File: config.mk
export PLATFORM = sky130hd
export DESIGN_NAME = spi_wr_regport
export DESIGN_NICKNAME = d
export VERILOG_FILES = /design/src/rtl/spi_wr_pkg.sv /design/src/rtl/spi_wr_sync.sv /design/src/rtl/spi_wr_frame.sv /design/src/rtl/spi_wr_regbank.sv /design/src/rtl/spi_wr_regport.sv
export SDC_FILE = /design/constraint.sdc
export NUM_CORES = 1
export LEC_CHECK = 0
export ABC_AREA = 1
export CAP_MARGIN = 15
export CORE_MARGIN = 1.5
export CORE_UTILIZATION = 37
export CTS_BUF_LIST = sky130_fd_sc_hd__clkbuf_2 sky130_fd_sc_hd__clkbuf_4 sky130_fd_sc_hd__clkbuf_8
export CTS_CLUSTER_DIAMETER = 30
export CTS_CLUSTER_SIZE = 20
export DETAILED_ROUTE_END_ITERATION = 12
export GPL_TIMING_DRIVEN = 0
export MAX_ROUTING_LAYER = met4
export PLACE_DENSITY_LB_ADDON = 0.12
export SLEW_MARGIN = 25
export SYNTH_ARGS = -nofsm -noshare
export SYNTH_HDL_FRONTEND = slang
export SYNTH_SLANG_ARGS = --single-unit
File: constraint.sdc
create_clock -name clk -period 1.96 [get_ports clk]
set_clock_uncertainty 0.15 [all_clocks]
set_input_delay 0.588 -clock clk [delete_from_list [all_inputs] [get_ports clk]]
set_output_delay 0.588 -clock clk [all_outputs]
set_load 0.1 [all_outputs]
File: src/rtl/spi_wr_pkg.sv
// Shared definitions for the serial write-only register port.
// Assumes byte-wide serial fields and registers.
package spi_wr_pkg;

    localparam int BYTE_W = 8;

    // Position inside a frame: header byte, pointer byte, data bytes,
    // or discarding the rest after a rejected header.
    typedef enum logic [1:0] {
        ST_HDR  = 2'd0,
        ST_PTR  = 2'd1,
        ST_DATA = 2'd2,
        ST_SKIP = 2'd3
    } frm_state_t;

endpackage

File: src/rtl/spi_wr_sync.sv
// Multi-stage synchroniser that brings one asynchronous wire into the
// system clock domain. Assumes the wire changes far slower than clk.
module spi_wr_sync #(
    parameter int   STAGES  = 2,
    parameter logic RST_VAL = 1'b0
) (
    input  logic clk,
    input  logic rst_n,
    input  logic d,
    output logic q
);

    logic [STAGES-1:0] chain;

    // Shift the raw wire through the flop chain.
    always_ff @(posedge clk) begin
        if (!rst_n) chain <= {STAGES{RST_VAL}};
        else        chain <= {chain[STAGES-2:0], d};
    end

    assign q = chain[STAGES-1];

endmodule

File: src/rtl/spi_wr_frame.sv
// Frame decoder. Detects serial clock rising edges from synchronised
// inputs, assembles bytes MSB first, checks the header, keeps the
// register pointer, and issues one write pulse per accepted data byte.
// Assumes cs_n_s, sclk_s and sdi_s went through equal synchroniser depth.
module spi_wr_frame
    import spi_wr_pkg::*;
#(
    parameter logic [6:0] DEV_ADDR = 7'b0010000,
    parameter int         PTR_W    = 7
) (
    input  logic             clk,
    input  logic             rst_n,
    input  logic             cs_n_s,
    input  logic             sclk_s,
    input  logic             sdi_s,
    output logic             wr_en,
    output logic [PTR_W-1:0] wr_addr,
    output logic [BYTE_W-1:0] wr_data
);

    localparam int CNT_W = $clog2(BYTE_W);

    frm_state_t        state;
    logic [CNT_W-1:0]  bit_cnt;
    logic [BYTE_W-1:0] shreg;
    logic [BYTE_W-1:0] byte_nxt;
    logic [PTR_W-1:0]  ptr;
    logic              inc_en;
    logic              sclk_q;
    logic              sclk_rise;
    logic              byte_done;

    // Rising edge of the serial clock, seen in the system clock domain.
    assign sclk_rise = sclk_s & ~sclk_q;
    // Byte value including the bit arriving on this edge.
    assign byte_nxt  = {shreg[BYTE_W-2:0], sdi_s};
    // Last bit of a byte arrives on this edge.
    assign byte_done = sclk_rise && (bit_cnt == CNT_W'(BYTE_W - 1));

    // Remember the previous serial clock level for edge detection.
    always_ff @(posedge clk) begin
        if (!rst_n) sclk_q <= 1'b0;
        else        sclk_q <= sclk_s;
    end

    // Shift register and bit counter; cleared whenever select is high.
    always_ff @(posedge clk) begin
        if (!rst_n || cs_n_s) begin
            shreg   <= '0;
            bit_cnt <= '0;
        end else if (sclk_rise && state != ST_SKIP) begin
            shreg   <= byte_nxt;
            bit_cnt <= bit_cnt + 1'b1;
        end
    end

    // Frame sequencing: header check, pointer load, data handling.
    always_ff @(posedge clk) begin
        if (!rst_n || cs_n_s) begin
            state <= ST_HDR;
        end else if (byte_done) begin
            case (state)
                ST_HDR:  state <= (byte_nxt[7:1] == DEV_ADDR && !byte_nxt[0])
                                  ? ST_PTR : ST_SKIP;
                ST_PTR:  state <= ST_DATA;
                default: state <= state;
            endcase
        end
    end

    // Pointer and increment flag, loaded from the pointer byte.
    always_ff @(posedge clk) begin
        if (!rst_n) begin
            ptr    <= '0;
            inc_en <= 1'b0;
        end else if (!cs_n_s && byte_done) begin
            if (state == ST_PTR) begin
                ptr    <= byte_nxt[PTR_W-1:0];
                inc_en <= byte_nxt[BYTE_W-1];
            end else if (state == ST_DATA && inc_en) begin
                ptr    <= ptr + 1'b1;
            end
        end
    end

    // Registered write request for each complete data byte.
    always_ff @(posedge clk) begin
        if (!rst_n) begin
            wr_en   <= 1'b0;
            wr_addr <= '0;
            wr_data <= '0;
        end else begin
            wr_en <= !cs_n_s && byte_done && state == ST_DATA;
            if (!cs_n_s && byte_done && state == ST_DATA) begin
                wr_addr <= ptr;
                wr_data <= byte_nxt;
            end
        end
    end

endmodule

File: src/rtl/spi_wr_regbank.sv
// Bank of byte registers written by index. Indices outside the bank
// are dropped. Assumes at most one write per clock.
module spi_wr_regbank
    import spi_wr_pkg::*;
#(
    parameter int NUM_REGS = 16,
    parameter int ADDR_W   = 7
) (
    input  logic                       clk,
    input  logic                       rst_n,
    input  logic                       wr_en,
    input  logic [ADDR_W-1:0]          wr_addr,
    input  logic [BYTE_W-1:0]          wr_data,
    output logic [NUM_REGS*BYTE_W-1:0] regs_flat
);

    for (genvar i = 0; i < NUM_REGS; i++) begin : g_reg
        logic [BYTE_W-1:0] r;

        // Load this register when the write index matches it.
        always_ff @(posedge clk) begin
            if (!rst_n)                                   r <= '0;
            else if (wr_en && wr_addr == ADDR_W'(i))      r <= wr_data;
        end

        assign regs_flat[i*BYTE_W +: BYTE_W] = r;
    end

endmodule

File: src/rtl/spi_wr_regport.sv
// Top of the write-only serial register port. Synchronises the three
// host wires, decodes frames and holds the register bank.
// Assumes the host serial clock is several times slower than clk.
module spi_wr_regport
    import spi_wr_pkg::*;
#(
    parameter int         NUM_REGS    = 16,
    parameter int         SYNC_STAGES = 2,
    parameter logic [6:0] DEV_ADDR    = 7'b0010000
) (
    input  logic                       clk,
    input  logic                       rst_n,
    input  logic                       cs_n_in,
    input  logic                       sclk_in,
    input  logic                       sdi_in,
    output logic [NUM_REGS*BYTE_W-1:0] reg_q
);

    localparam int PTR_W = BYTE_W - 1;

    logic              cs_s;
    logic              sclk_s;
    logic              sdi_s;
    logic              wr_en;
    logic [PTR_W-1:0]  wr_addr;
    logic [BYTE_W-1:0] wr_data;

    spi_wr_sync #(.STAGES(SYNC_STAGES), .RST_VAL(1'b1)) u_sync_cs (
        .clk(clk), .rst_n(rst_n), .d(cs_n_in), .q(cs_s)
    );
    spi_wr_sync #(.STAGES(SYNC_STAGES), .RST_VAL(1'b0)) u_sync_sclk (
        .clk(clk), .rst_n(rst_n), .d(sclk_in), .q(sclk_s)
    );
    spi_wr_sync #(.STAGES(SYNC_STAGES), .RST_VAL(1'b0)) u_sync_sdi (
        .clk(clk), .rst_n(rst_n), .d(sdi_in), .q(sdi_s)
    );

    spi_wr_frame #(.DEV_ADDR(DEV_ADDR), .PTR_W(PTR_W)) u_frame (
        .clk(clk), .rst_n(rst_n),
        .cs_n_s(cs_s), .sclk_s(sclk_s), .sdi_s(sdi_s),
        .wr_en(wr_en), .wr_addr(wr_addr), .wr_data(wr_data)
    );

    spi_wr_regbank #(.NUM_REGS(NUM_REGS), .ADDR_W(PTR_W)) u_bank (
        .clk(clk), .rst_n(rst_n),
        .wr_en(wr_en), .wr_addr(wr_addr), .wr_data(wr_data),
        .regs_flat(reg_q)
    );

endmodule

Yosys cells after proc, flatten, opt, wreduce, memory -nomap -nowiden
Index checks and enable logic that the tools add are counted.

cells by class
  multiplexer cells = 4
  reductions and logical operators = 33
  bitwise logic cells = 2
  $add $sub $neg = 2
  equal/unequal tests = 20

operators by type and width
  cell                                           count
  == test 7 x 4 -> 1 bit, second input constant  8
  == test 7 x 3 -> 1 bit, second input constant  4
  logical AND 1 bit                              22
  == test 7 x 2 -> 1 bit, second input constant  2
  2-to-1 mux 7 bit                               2
  adder 7 x 1 -> 7 bit, second input constant    1
  == test 7 x 1 -> 1 bit, second input constant  1
  == test 7 x 5 -> 1 bit, second input constant  1
  zero test 7 bit                                1
  AND reduction 2 bit                            3
  case mux 2 bit (2 select lines)                1
  nonzero test 2 bit                             2
  adder 3 x 1 -> 3 bit, second input constant    1
  == test 3 bit, second input constant           1
  zero test 1 bit                                3
  == test 2 x 1 -> 1 bit, second input constant  1
  == test 2 bit, second input constant           1
  zero test 2 bit                                1
  2-to-1 mux 2 bit                               1
  inequality test 2 bit, second input constant   1
  bitwise AND 1 bit                              1
  logical OR 1 bit                               1
  NOT 1 bit                                      1

word-level totals
  word-level logic and storage cells = 89
  register bits = 171

Logic depth before layout (Yosys ltp)
  depth in word-level cells = 5
  gate-level depth with buffers = 9

Hierarchy
Synthesis repeated with hierarchy kept, for this count alone.

unflattened totals
  cell total of the unflattened synthesis = 988
  area total of the unflattened synthesis = 7143.1 µm²

modules (own cells, without submodules)
  module          sequential area each (µm²)  cells an instance  instances  area an instance (µm²)
  spi_wr_regbank  2562.5                      748                1          5350.1
  spi_wr_frame    740.7                       222                1          1627.8
  spi_wr_sync     40.0                        6                  3          55.1

Worst setup path before layout
OpenSTA, ideal clock, no wires.

  path kind = reg-to-output
  start = register u_bank.g_reg[0].r[0]
  end = output port reg_q[0]
  data arrival time = 0.925 ns
  slack = 0.297 ns
  data required time = 1.222 ns
  stages on the path, launching flop included = 1
  cell sequence = dfxtp_1

RTL lines
  what                      line                  RTL
  start: declaration        spi_wr_regbank.sv:18  logic [BYTE_W-1:0] r;
  start signal: assignment  spi_wr_regbank.sv:23  else if (wr_en && wr_addr == ADDR_W'(i)) r <= wr_data;
  end: declaration          spi_wr_regport.sv:16  output logic [NUM_REGS*BYTE_W-1:0] reg_q

No word-level cell between the ends.

Final worst setup path
  start = register u_bank.g_reg[0].r[0]
  end = output port reg_q[0]

No word-level cell between the ends.

==> results.ini <==
[run_status]
status=complete, no violations

[place]
hpwl_um=12590
place_congestion=0.8530
io_buffers=132
dp_slack_ns=-0.5912
placed_area_sq_um=7948

[critical_path]
crit_chain=buf_4
required_ns=1.22
worst_setup_path_end_kind=output port
critPathMaxStageDelay_ns=0.38
crit_slowest_cell=dfxtp_1
cp-start-kind=register
worstSetupPathType=register to output port
critPathBufInv=1
rrSetupSlack_ns=0.14
crit_family=flip-flops
arrival_ns=1.15
crit_fanout=2

[pwr]
peakVddDrop_mv=0.4885
p_per_area_nw_per_um2=762.0
p_leak_nw=3.416

[synthesis]
ys_types=22
synthesis.nets=854
yosysSeqAreaShare_pct=53.90
synth_area_sq_um=6351
synth_cells=846
synth.yosys.warnings=0
synth_area_per_cell_sq_um=7.507
ys_ff_latch=171

[clocking]
ctsLongestPathBuffers=2
cts_sinks=171
path_clk_slew_ns=0.08
insertion_delay_ns=0.45
root_buffer=clkbuf_8
cts_made_buffers=17
htreeDepth=4
tritoncts=built

[final_layout]
seqCellArea_sq_um=3423
final_cell_mix=nor2_1, dfxtp_1, o21ai_0
area_delta_synth_final_pct=26.40
stdcell_area_sq_um=8028
multi_input_area_sq_um=2590
final_common_cell=nor2_1
nFillCells=1839
utilization_pct=48.07
final_nets=1004
antenna_cells=0
drive_above_1_share_pct=20.36

[sta]
min_period_ns=1.889
finalSetupViolCount=0
finalCritPeriodShare_pct=96.38
hold_viol=0
slew_violations=0
rsz0062_at_grt=true
worstMarginPinSlew_ns=0.6652
max_freq_ghz=0.5294
setup_slack_ns=0.07097
relSlewSlack_pct=55.65

[detailed_routing]
avgViaCountPerCell=4.717
drtIter0Drc=333
drc_errors=0
antenna_left=0
first_pass_iters=5
wl_per_cell_um=14.45
num_vias=5788
wirelength_um=17730

[global_routing]
globalRoute.totalOverflow=0
grt_first_pass_wirelength_um=27670
grt.total_usage_pct=20.42
grt_antenna_before_repair=0
first_global_vias=5113
grt_max_degree=17

[die]
start_util_pct=38.03
rows=47
die-area_sq_um=17960
die_y_um=134.0
fp.dieW_um=134.0
io_pins=133
core_sq_um=16700

[run]
cap_violations=0

[worst_hold_path]
min_path_type=register to register

repair_timing:
| item | CTS | global route |
|---|---|---|
| buffers inserted | 0 | 0 |
| gates resized for setup | 770 | 10 |
| setup endpoints to repair | 144 | 41 |
| hold buffers | 0 | 0 |
synthesized netlist by cell type, drive strengths merged:
master | count | area (sq um)
a21oi | 24 | 120.1
nand4 | 1 | 6.260
buf | 2 | 8.750
nor2 | 301 | 1165
o21ai | 134 | 670.6
clkbuf | 30 | 112.6
clkinv | 4 | 20.02
nor3 | 2 | 21.27
dfxtp | 171 | 3423
a211oi | 7 | 52.55
nand3 | 33 | 165.2
or2 | 4 | 25.02
inv | 53 | 198.9
nand2 | 77 | 324.1
ha | 3 | 37.54
logic make-up after synthesis:
kind of cell / after synthesis / synth area share (%)
simple gates: 418 / 26.87
fa+ha+maj: 3 / 0.5911
flops: 171 / 53.90
buf+inv: 89 / 5.358
compound gates: 165 / 13.28
where the power goes:
| group | total, mW | switching (mW) | internal, mW |
|---|---|---|---|
| clock network | 2.48 | 1.21 | 1.28 |
| registers | 3.48 | 0.00447 | 3.48 |
| logic | 0.152 | 0.101 | 0.0512 |
| total | 6.12 | 1.31 | 4.80 |
final timing paths:
check	start	endpoint	cells after the start
hold / removal	u_sync_sclk.chain[0]	u_sync_sclk.chain[1]	2
setup reg to reg	u_frame.bit_cnt[0]	u_frame.wr_data[7]	7
hold reg to reg	u_sync_sclk.chain[0]	u_sync_sclk.chain[1]	2
setup / recovery	u_bank.g_reg[0].r[0]	reg_q[0]	1
cell type report:
cell class              instances  share of cell area (%)
repair buffers                132                   12.47
well taps                     220                   3.429
multi-input cells             586                   32.26
flip-flops and latches        171                   42.64
clock buffers                  23                   3.787
inverters                      57                   2.728
plain buffers                  31                   1.559
clock inverters                 7                   1.122
per-layer routing:
metal,up-vias,global-route usage (%),share of wire [%]
met5,-,-,0
met2,121,31.36,46
met4,0,7.587,1.6
li1,3007,-,-
met3,24,4.233,4.6
met1,2636,26.62,48
per-stage QoR:
step | power, mW | cells | hold slack (ns) | setup TNS (ns)
after floorplan | 3.671 | 846 | 0.2405 | 0
after global placement | 3.715 | 1198 | 0.2461 | -93.04
after detailed placement | 3.715 | 1198 | 0.2527 | -95.10
after CTS | 6.180 | 1228 | 0.2725 | 0
after global routing | 6.349 | 1227 | 0.2949 | -0.002246
final | 6.117 | 1227 | 0.2697 | 0
flip-flops by register name, summed over array words and instances (netlist names):
signal	flops
u_bank.g.r	128
u_frame.bit_cnt	3
u_frame.inc_en	1
u_frame.ptr	7
u_frame.sclk_q	1
u_frame.shreg	7
u_frame.state	2
u_frame.wr_addr	7
u_frame.wr_data	8
u_frame.wr_en	1
u_sync_cs.chain	2
u_sync_sclk.chain	2
u_sync_sdi.chain	2
(Power assumes the default switching activity.)
